<file path="src/rtl/smi_lock_pkg.sv">
package smi_lock_pkg;
  // Strobes passed from the control half to the datapath half
  typedef struct packed {
    logic smiWe;        // SMI offset-0 write accepted this cycle
    logic restoreLd;    // load both registers from restore inputs
    logic lockEff;      // lock as seen by the SMI mask (includes this cycle's set)
    logic cfgLockHold;  // lock already held before this cycle (config self-mask)
  } lockStrobes_t;
endpackage

</file>
<file path="src/rtl/smi_lock_ctrl.sv">
module smi_lock_ctrl
  import smi_lock_pkg::*;
#(
  parameter int SMI_ADDR_W = 4,
  parameter int CFG_ADDR_W = 8,
  parameter int CFG_LEN_W  = 3,
  parameter int CFG_DW     = 32,
  parameter int CFG_W      = 16,
  parameter int CFG_OFFSET = 'hA0,
  parameter int CFG_SPAN   = 8,
  parameter int LOCK_BIT   = 4
) (
  input  logic                               clk,
  input  logic                               rst,
  input  logic                               smiWrValid,
  input  logic [SMI_ADDR_W-1:0]              smiWrAddr,
  input  logic                               cfgWrValid,
  input  logic [CFG_ADDR_W-1:0]              cfgWrAddr,
  input  logic [CFG_LEN_W-1:0]               cfgWrLen,
  input  logic [CFG_DW-1:0]                  cfgWrData,
  input  logic                               restoreValid,
  input  logic [CFG_W-1:0]                   restoreCfg,
  input  logic                               cfgLockBitQ,
  output lockStrobes_t                       strobes,
  output logic [CFG_W/8-1:0]                 cfgByteWe,
  output logic [(CFG_W/8)*$clog2(CFG_DW/8)-1:0] cfgByteSel,
  output logic                               lockQ
);
  localparam int CFG_BYTES = CFG_W / 8;
  localparam int CFG_LANES = CFG_DW / 8;
  localparam int SEL_W     = $clog2(CFG_LANES);
  localparam int LOCK_BYTE = LOCK_BIT / 8;
  localparam int LOCK_POS  = LOCK_BIT % 8;

  // Per-byte decode of which data lane lands on each byte of the word
  for (genvar b = 0; b < CFG_BYTES; b++) begin : g_byteDec
    int relIdx;
    always_comb begin
      relIdx = CFG_OFFSET + b - int'(cfgWrAddr);
      cfgByteWe[b] = cfgWrValid && !restoreValid && (relIdx >= 0)
                     && (relIdx < int'(cfgWrLen)) && (relIdx < CFG_LANES);
      cfgByteSel[b*SEL_W +: SEL_W] = relIdx[SEL_W-1:0];
    end
  end

  logic             overlap;
  logic             newLockBit;
  logic [SEL_W-1:0] lockSel;
  logic [7:0]       lockLane;
  logic             lockNext;

  always_comb begin
    overlap = cfgWrValid && !restoreValid && (int'(cfgWrLen) > 0)
              && (int'(cfgWrAddr) < CFG_OFFSET + CFG_SPAN)
              && (int'(cfgWrAddr) + int'(cfgWrLen) > CFG_OFFSET);
    lockSel  = cfgByteSel[LOCK_BYTE*SEL_W +: SEL_W];
    lockLane = cfgWrData[8*int'(lockSel) +: 8];
    newLockBit = cfgByteWe[LOCK_BYTE] ? lockLane[LOCK_POS] : cfgLockBitQ;
    lockNext = lockQ | (overlap & newLockBit)
               | (restoreValid & restoreCfg[LOCK_BIT]);
  end

  always_comb begin
    strobes.smiWe       = smiWrValid && (smiWrAddr == '0) && !restoreValid;
    strobes.restoreLd   = restoreValid;
    strobes.lockEff     = lockNext;
    strobes.cfgLockHold = lockQ;
  end

  always_ff @(posedge clk) begin
    if (rst) lockQ <= 1'b0;
    else     lockQ <= lockNext;
  end
endmodule

</file>
<file path="src/rtl/smi_lock_datapath.sv">
module smi_lock_datapath
  import smi_lock_pkg::*;
#(
  parameter int SMI_W       = 32,
  parameter int CFG_W       = 16,
  parameter int CFG_DW      = 32,
  parameter int GBL_BIT     = 0,
  parameter int APMC_BIT    = 5,
  parameter int LOCK_BIT    = 4,
  parameter logic [31:0] SMI_RST = 32'h0,
  parameter logic [15:0] CFG_RST = 16'h0,
  parameter bit SMM_SUPPORT = 1'b1
) (
  input  logic                                  clk,
  input  logic                                  rst,
  input  lockStrobes_t                          strobes,
  input  logic [CFG_W/8-1:0]                    cfgByteWe,
  input  logic [(CFG_W/8)*$clog2(CFG_DW/8)-1:0] cfgByteSel,
  input  logic [SMI_W-1:0]                      smiWrData,
  input  logic [CFG_DW-1:0]                     cfgWrData,
  input  logic [SMI_W-1:0]                      restoreSmi,
  input  logic [CFG_W-1:0]                      restoreCfg,
  output logic [SMI_W-1:0]                      smiQ,
  output logic [CFG_W-1:0]                      cfgQ
);
  localparam int CFG_BYTES = CFG_W / 8;
  localparam int SEL_W     = $clog2(CFG_DW / 8);
  localparam int LOCK_BYTE = LOCK_BIT / 8;
  localparam int LOCK_POS  = LOCK_BIT % 8;
  localparam logic [SMI_W-1:0] GBL_ONE  = SMI_W'(1) << GBL_BIT;
  localparam logic [SMI_W-1:0] APMC_ONE = SMI_W'(1) << APMC_BIT;
  localparam logic [CFG_W-1:0] LOCK_ONE = CFG_W'(1) << LOCK_BIT;
  localparam logic [SMI_W-1:0] SMI_RST_EFF =
    SMM_SUPPORT ? (SMI_W'(SMI_RST) | APMC_ONE) : SMI_W'(SMI_RST);

  logic [SMI_W-1:0] smiMask;
  logic [SMI_W-1:0] smiNext;
  logic [CFG_W-1:0] cfgWritten;
  logic [CFG_W-1:0] cfgNext;

  always_comb begin
    smiMask = strobes.lockEff ? ~GBL_ONE : '1;
    if (strobes.restoreLd)  smiNext = restoreSmi;
    else if (strobes.smiWe) smiNext = (smiQ & ~smiMask) | (smiWrData & smiMask);
    else                    smiNext = smiQ;
  end

  // One lane per byte of the configuration word
  for (genvar b = 0; b < CFG_BYTES; b++) begin : g_cfgLane
    localparam logic [7:0] LOCK_IN_LANE = (b == LOCK_BYTE) ? 8'(1 << LOCK_POS) : 8'h00;
    logic [SEL_W-1:0] sel;
    logic [7:0]       laneMask;
    logic [7:0]       laneData;
    logic [7:0]       oldByte;
    always_comb begin
      sel      = cfgByteSel[b*SEL_W +: SEL_W];
      laneMask = strobes.cfgLockHold ? ~LOCK_IN_LANE : 8'hFF;
      laneData = cfgWrData[8*int'(sel) +: 8];
      oldByte  = cfgQ[8*b +: 8];
      cfgWritten[8*b +: 8] = cfgByteWe[b] ? ((oldByte & ~laneMask) | (laneData & laneMask))
                                          : oldByte;
    end
  end

  always_comb begin
    if (strobes.restoreLd)
      cfgNext = restoreCfg | (strobes.cfgLockHold ? LOCK_ONE : '0);
    else
      cfgNext = cfgWritten;
  end

  always_ff @(posedge clk) begin
    if (rst) begin
      smiQ <= SMI_RST_EFF;
      cfgQ <= CFG_W'(CFG_RST);
    end else begin
      smiQ <= smiNext;
      cfgQ <= cfgNext;
    end
  end
endmodule

</file>
<file path="src/rtl/smi_lock_unit.sv">
module smi_lock_unit
  import smi_lock_pkg::*;
#(
  parameter int SMI_W       = 32,
  parameter int SMI_ADDR_W  = 4,
  parameter int CFG_W       = 16,
  parameter int CFG_ADDR_W  = 8,
  parameter int CFG_LEN_W   = 3,
  parameter int CFG_DW      = 32,
  parameter int CFG_OFFSET  = 'hA0,
  parameter int CFG_SPAN    = 8,
  parameter int GBL_BIT     = 0,
  parameter int APMC_BIT    = 5,
  parameter int LOCK_BIT    = 4,
  parameter logic [31:0] SMI_RST = 32'h0,
  parameter logic [15:0] CFG_RST = 16'h0,
  parameter bit SMM_SUPPORT = 1'b1
) (
  input  logic                  clk,
  input  logic                  rst,
  input  logic                  smiWrValid,
  input  logic [SMI_ADDR_W-1:0] smiWrAddr,
  input  logic [SMI_W-1:0]      smiWrData,
  input  logic [SMI_ADDR_W-1:0] smiRdAddr,
  output logic [SMI_W-1:0]      smiRdData,
  input  logic                  cfgWrValid,
  input  logic [CFG_ADDR_W-1:0] cfgWrAddr,
  input  logic [CFG_LEN_W-1:0]  cfgWrLen,
  input  logic [CFG_DW-1:0]     cfgWrData,
  input  logic [CFG_ADDR_W-1:0] cfgRdAddr,
  output logic [CFG_W-1:0]      cfgRdData,
  input  logic                  restoreValid,
  input  logic [SMI_W-1:0]      restoreSmi,
  input  logic [CFG_W-1:0]      restoreCfg
);
  localparam int CFG_BYTES = CFG_W / 8;
  localparam int SEL_W     = $clog2(CFG_DW / 8);

  lockStrobes_t               strobes;
  logic [CFG_BYTES-1:0]       cfgByteWe;
  logic [CFG_BYTES*SEL_W-1:0] cfgByteSel;
  logic                       lockQ;
  logic [SMI_W-1:0]           smiQ;
  logic [CFG_W-1:0]           cfgQ;

  smi_lock_ctrl #(
    .SMI_ADDR_W(SMI_ADDR_W), .CFG_ADDR_W(CFG_ADDR_W), .CFG_LEN_W(CFG_LEN_W),
    .CFG_DW(CFG_DW), .CFG_W(CFG_W), .CFG_OFFSET(CFG_OFFSET),
    .CFG_SPAN(CFG_SPAN), .LOCK_BIT(LOCK_BIT)
  ) u_ctrl (
    .clk(clk), .rst(rst),
    .smiWrValid(smiWrValid), .smiWrAddr(smiWrAddr),
    .cfgWrValid(cfgWrValid), .cfgWrAddr(cfgWrAddr), .cfgWrLen(cfgWrLen),
    .cfgWrData(cfgWrData),
    .restoreValid(restoreValid), .restoreCfg(restoreCfg),
    .cfgLockBitQ(cfgQ[LOCK_BIT]),
    .strobes(strobes), .cfgByteWe(cfgByteWe), .cfgByteSel(cfgByteSel),
    .lockQ(lockQ)
  );

  smi_lock_datapath #(
    .SMI_W(SMI_W), .CFG_W(CFG_W), .CFG_DW(CFG_DW), .GBL_BIT(GBL_BIT),
    .APMC_BIT(APMC_BIT), .LOCK_BIT(LOCK_BIT), .SMI_RST(SMI_RST),
    .CFG_RST(CFG_RST), .SMM_SUPPORT(SMM_SUPPORT)
  ) u_dp (
    .clk(clk), .rst(rst), .strobes(strobes),
    .cfgByteWe(cfgByteWe), .cfgByteSel(cfgByteSel),
    .smiWrData(smiWrData), .cfgWrData(cfgWrData),
    .restoreSmi(restoreSmi), .restoreCfg(restoreCfg),
    .smiQ(smiQ), .cfgQ(cfgQ)
  );

  always_comb begin
    smiRdData = (smiRdAddr == '0) ? smiQ : '0;
    cfgRdData = (cfgRdAddr == CFG_ADDR_W'(CFG_OFFSET)) ? cfgQ : '0;
  end
endmodule

</file>
<file path="config.mk">
export PLATFORM = sky130hd
export DESIGN_NAME = smi_lock_unit
export DESIGN_NICKNAME = d
export VERILOG_FILES = /design/src/rtl/smi_lock_pkg.sv /design/src/rtl/smi_lock_ctrl.sv /design/src/rtl/smi_lock_datapath.sv /design/src/rtl/smi_lock_unit.sv
export SDC_FILE = /design/constraint.sdc
export NUM_CORES = 1
export LEC_CHECK = 0
export BUFFER_PORTS_ARGS = -buffer_cell sky130_fd_sc_hd__clkbuf_2
export CAP_MARGIN = 10
export CORE_MARGIN = 5
export CORE_UTILIZATION = 49
export DETAILED_ROUTE_END_ITERATION = 6
export PLACE_DENSITY = 0.87
export SLEW_MARGIN = 20
export SYNTH_ARGS = -nofsm -noshare
export SYNTH_HDL_FRONTEND = slang
export SYNTH_SLANG_ARGS = --single-unit
</file>
<file path="constraint.sdc">
create_clock -name clk -period 4.1 [get_ports clk]
set_input_delay 0.205 -clock clk [delete_from_list [all_inputs] [get_ports clk]]
set_output_delay 0.205 -clock clk [all_outputs]
set_load 0.03 [all_outputs]
</file>
==> results.sh <==
export IMPL_overflow=0
export IMPL_ios=192
export IMPL_p_sw_share_pct=27.9
export IMPL_first_pass_iters=4
export IMPL_fp_row_count=31
export IMPL_endpoint_kind="register"
export IMPL_syn_cell_area_um2=3530
export IMPL_outcome="completed"
export IMPL_drv_cap=0
export IMPL_avgSynthCellArea_um2=8.41
export IMPL_yosysMostFrequentCell="nor2_1"
export IMPL_cts_buffer_depth=2
export IMPL_crit_top_cell="ha_1"
export IMPL_cp_start_kind="primary input"
export IMPL_power_density_nw_per_um2=250
export IMPL_finalSetupViolations=0
export IMPL_cts_tree="done"
export IMPL_clkTransAtPathRegs_ns=0.09
export IMPL_synthCells=420
export IMPL_root_buffer="clkbuf_8"
export IMPL_diodes=0
export IMPL_drc=0
export IMPL_start_util_pct=49.5
export IMPL_highest_layer="met4"
export IMPL_synth_area_leader_cell="dfxtp_1"
export IMPL_drt_total_wl_um=11000
export IMPL_antenna_found_initial=0
export IMPL_cp_cell_sequence="clkbuf_2 > inv_1 > ha_1 > ha_1 > nor2b_1 > o21ai_0 > o2111ai_1 > or3_1 > mux2i_1 > a211oi_1"
export IMPL_synth_edf_count=0
export IMPL_coreArea_um2=7140
export IMPL_clock_power_share_pct=30.0
export IMPL_drive_above_1_share_pct=39.1
export IMPL_die_x_um=94.9
export IMPL_cts_setup_buffers=0
export IMPL_stdcell_area_um2=4610
export IMPL_numCtsBuffers=5
export IMPL_crit_path_max_incr_delay_ns=0.61
export IMPL_async_reset_ff_share_pct=0
export IMPL_holdCritPathClass="in2reg"
export IMPL_worstPathRequired_ns=4.30
export IMPL_fin_tns_setup_ns=0
export IMPL_worst_slew_pin_slew_ns=1.02
export IMPL_die_area_um2=9010
export IMPL_skew_ns=0.00568
export IMPL_yosysTopAreaCellShare_pct=27.8
export IMPL_ys_top_cells_by_count="nor2_1, and2_1, dfxtp_1, mux2i_1, a21oi_1"
export IMPL_synth_cell_types=49
export IMPL_met1_length_um=4310
export IMPL_route_vias_total=3670
export IMPL_cts_resized=0
export IMPL_grt_usage_pct=23.5
export IMPL_period_minus_slack_ns=3.05
export IMPL_cp_arrival_ns=3.24
export IMPL_max_freq_mhz=328
export IMPL_clk_latency_ns=0.30
export IMPL_critPathSlowestCell="ha_1"
export IMPL_fp_dieH_um=94.9
export IMPL_met2_length_um=5490
export IMPL_fin_nets=746
export IMPL_via_per_inst=5.32
export IMPL_ys_seq_area_share_pct=27.8
export IMPL_ys_seq_elements=49
export IMPL_pwr_share_seq_pct=45.2
export IMPL_grt_max_degree=51
export IMPL_met3_length_um=995
export IMPL_ys_top_cells_by_area="dfxtp_1, mux2i_1, mux4_2"
export IMPL_grt_pass1_wl_um=16800
export IMPL_detail_route_antenna_nets=0
export IMPL_path_class="in2reg"
export IMPL_power_leakage_uw=0.00226
export IMPL_drt_iter0_drc=117
export IMPL_htree_levels=2
export IMPL_placed_area_um2=4500
export IMPL_drv_slew=0
export IMPL_period_share_pct=74.3
export IMPL_grt_pass1_vias=3710
export IMPL_yosysWarnings=0
export IMPL_crit_path_max_fanout=20
export IMPL_cts_hold_buffers=0
export IMPL_max_slew_margin_pct=32.2
export IMPL_ir_worst_vdd_mv=0.125
export IMPL_p_comb_share_pct=24.9
export IMPL_synth_ff_type="dfxtp_1"
export IMPL_cts_sinks=49
export IMPL_synth_fp_nets=576
export IMPL_avgRoutedWirePerCell_um=15.9
export IMPL_portBuffers=191
export IMPL_hpwl_um=8900
export IMPL_timing_final_hold_violations=0
export IMPL_rsz0062_at_grt="no"
export IMPL_globalplace_congestion=0.933
export IMPL_p_int_uw=831
export IMPL_switching_power_uw=321
export IMPL_areaGrowthSynthToFinish_pct=30.4
[cells by family (layout without fill, tap and decap cells)]
| kind of cell | after synthesis | count (layout) | share of synthesized area, % |
|---|---|---|---|
| AND/OR/NAND/NOR | 189 | 189 | 26.7 |
| multiplexers | 64 | 64 | 23.9 |
| AO/OA/AOI/OAI | 63 | 63 | 11.2 |
| flip-flops | 49 | 49 | 27.8 |
| buffers and inverters | 40 | 211 | 5.03 |
| adder cells (fa/ha/maj) | 12 | 12 | 4.67 |
| XOR/XNOR | 3 | 3 | 0.744 |
[critical path: cells and delay by family]
kind                     cells  cell delay (ns)
multiplexers                 1             0.19
AO/OA/AOI/OAI                3             0.64
buffers and inverters        2             0.59
adder cells (fa/ha/maj)      2             0.93
AND/OR/NAND/NOR              2             0.68
[final cells by class]
class / instances / area [um2]
tap: 99 / 124
clock buffer: 5 / 68.8
inverter: 10 / 37.5
clock inverter: 3 / 43.8
fill: 628 / 2530
timing repair buffer: 193 / 971
multi-input combinational: 331 / 2380
sequential: 49 / 981
[worst paths after layout]
| check | from | endpoint | slack (ns) | cells after the start |
|---|---|---|---|---|
| max reg2reg | u_ctrl.lockQ | register | 2.66 | 4 |
| max | cfgWrAddr[0] | u_dp.cfgQ[7] | 1.05 | 10 |
| min reg2reg | u_dp.cfgQ[11] | u_dp.cfgQ[11] | 0.50 | 2 |
| min | restoreSmi[5] | u_dp.smiQ[5] | 0.13 | 3 |
[power groups by stage]
stage	registers, uW	clock network, uW	logic [uW]
after floorplan	526	0	176
after global placement	529	0	274
after detailed placement	531	0	285
after CTS	520	353	286
after global routing	524	371	317
final	520	345	287
[routing by layer]
layer  GRT usage (%)  vias to the layer above
met1            26.4                     1658
met5               0                        -
met2            44.0                      194
met4            6.13                        0
met3            5.82                       22
li1                -                     1796
[registers in the layout, indices dropped and copies added, names as in the netlist, named ones only]
name,count
u_dp.smiQ,31
u_dp.cfgQ,15
u_ctrl.lockQ,1
[layout by cell type (no fill, tap or decap), types with 6 or more instances in the layout]
cell type / Yosys / final
and2_1: 49 / 48
mux4_2: 16 / 16
a21oi_1: 37 / 37
ha_1: 10 / 10
clkbuf_2: 0 / 191
mux2i_1: 47 / 47
inv_1: 10 / 10
nand2_1: 32 / 32
o21ai_0: 6 / 6
nor2_1: 84 / 84
dfxtp_1: 49 / 49
a211oi_1: 8 / 8
[through the flow]
step | setup WS [ns] | total power [uW] | hold slack (ns) | util, % | instances
floorplan | 1.62 | 701 | 0.342 | - | 420
global placement | 0.906 | 803 | 0.430 | 63.0 | 682
detailed placement | 0.771 | 816 | 0.433 | 63.0 | 682
CTS | 1.08 | 1160 | 0.116 | 64.6 | 690
global route | 0.789 | 1210 | 0.133 | 64.6 | 690
finish | 1.05 | 1150 | 0.129 | 64.6 | 690
Note: power is estimated with default switching activity, not from simulation.
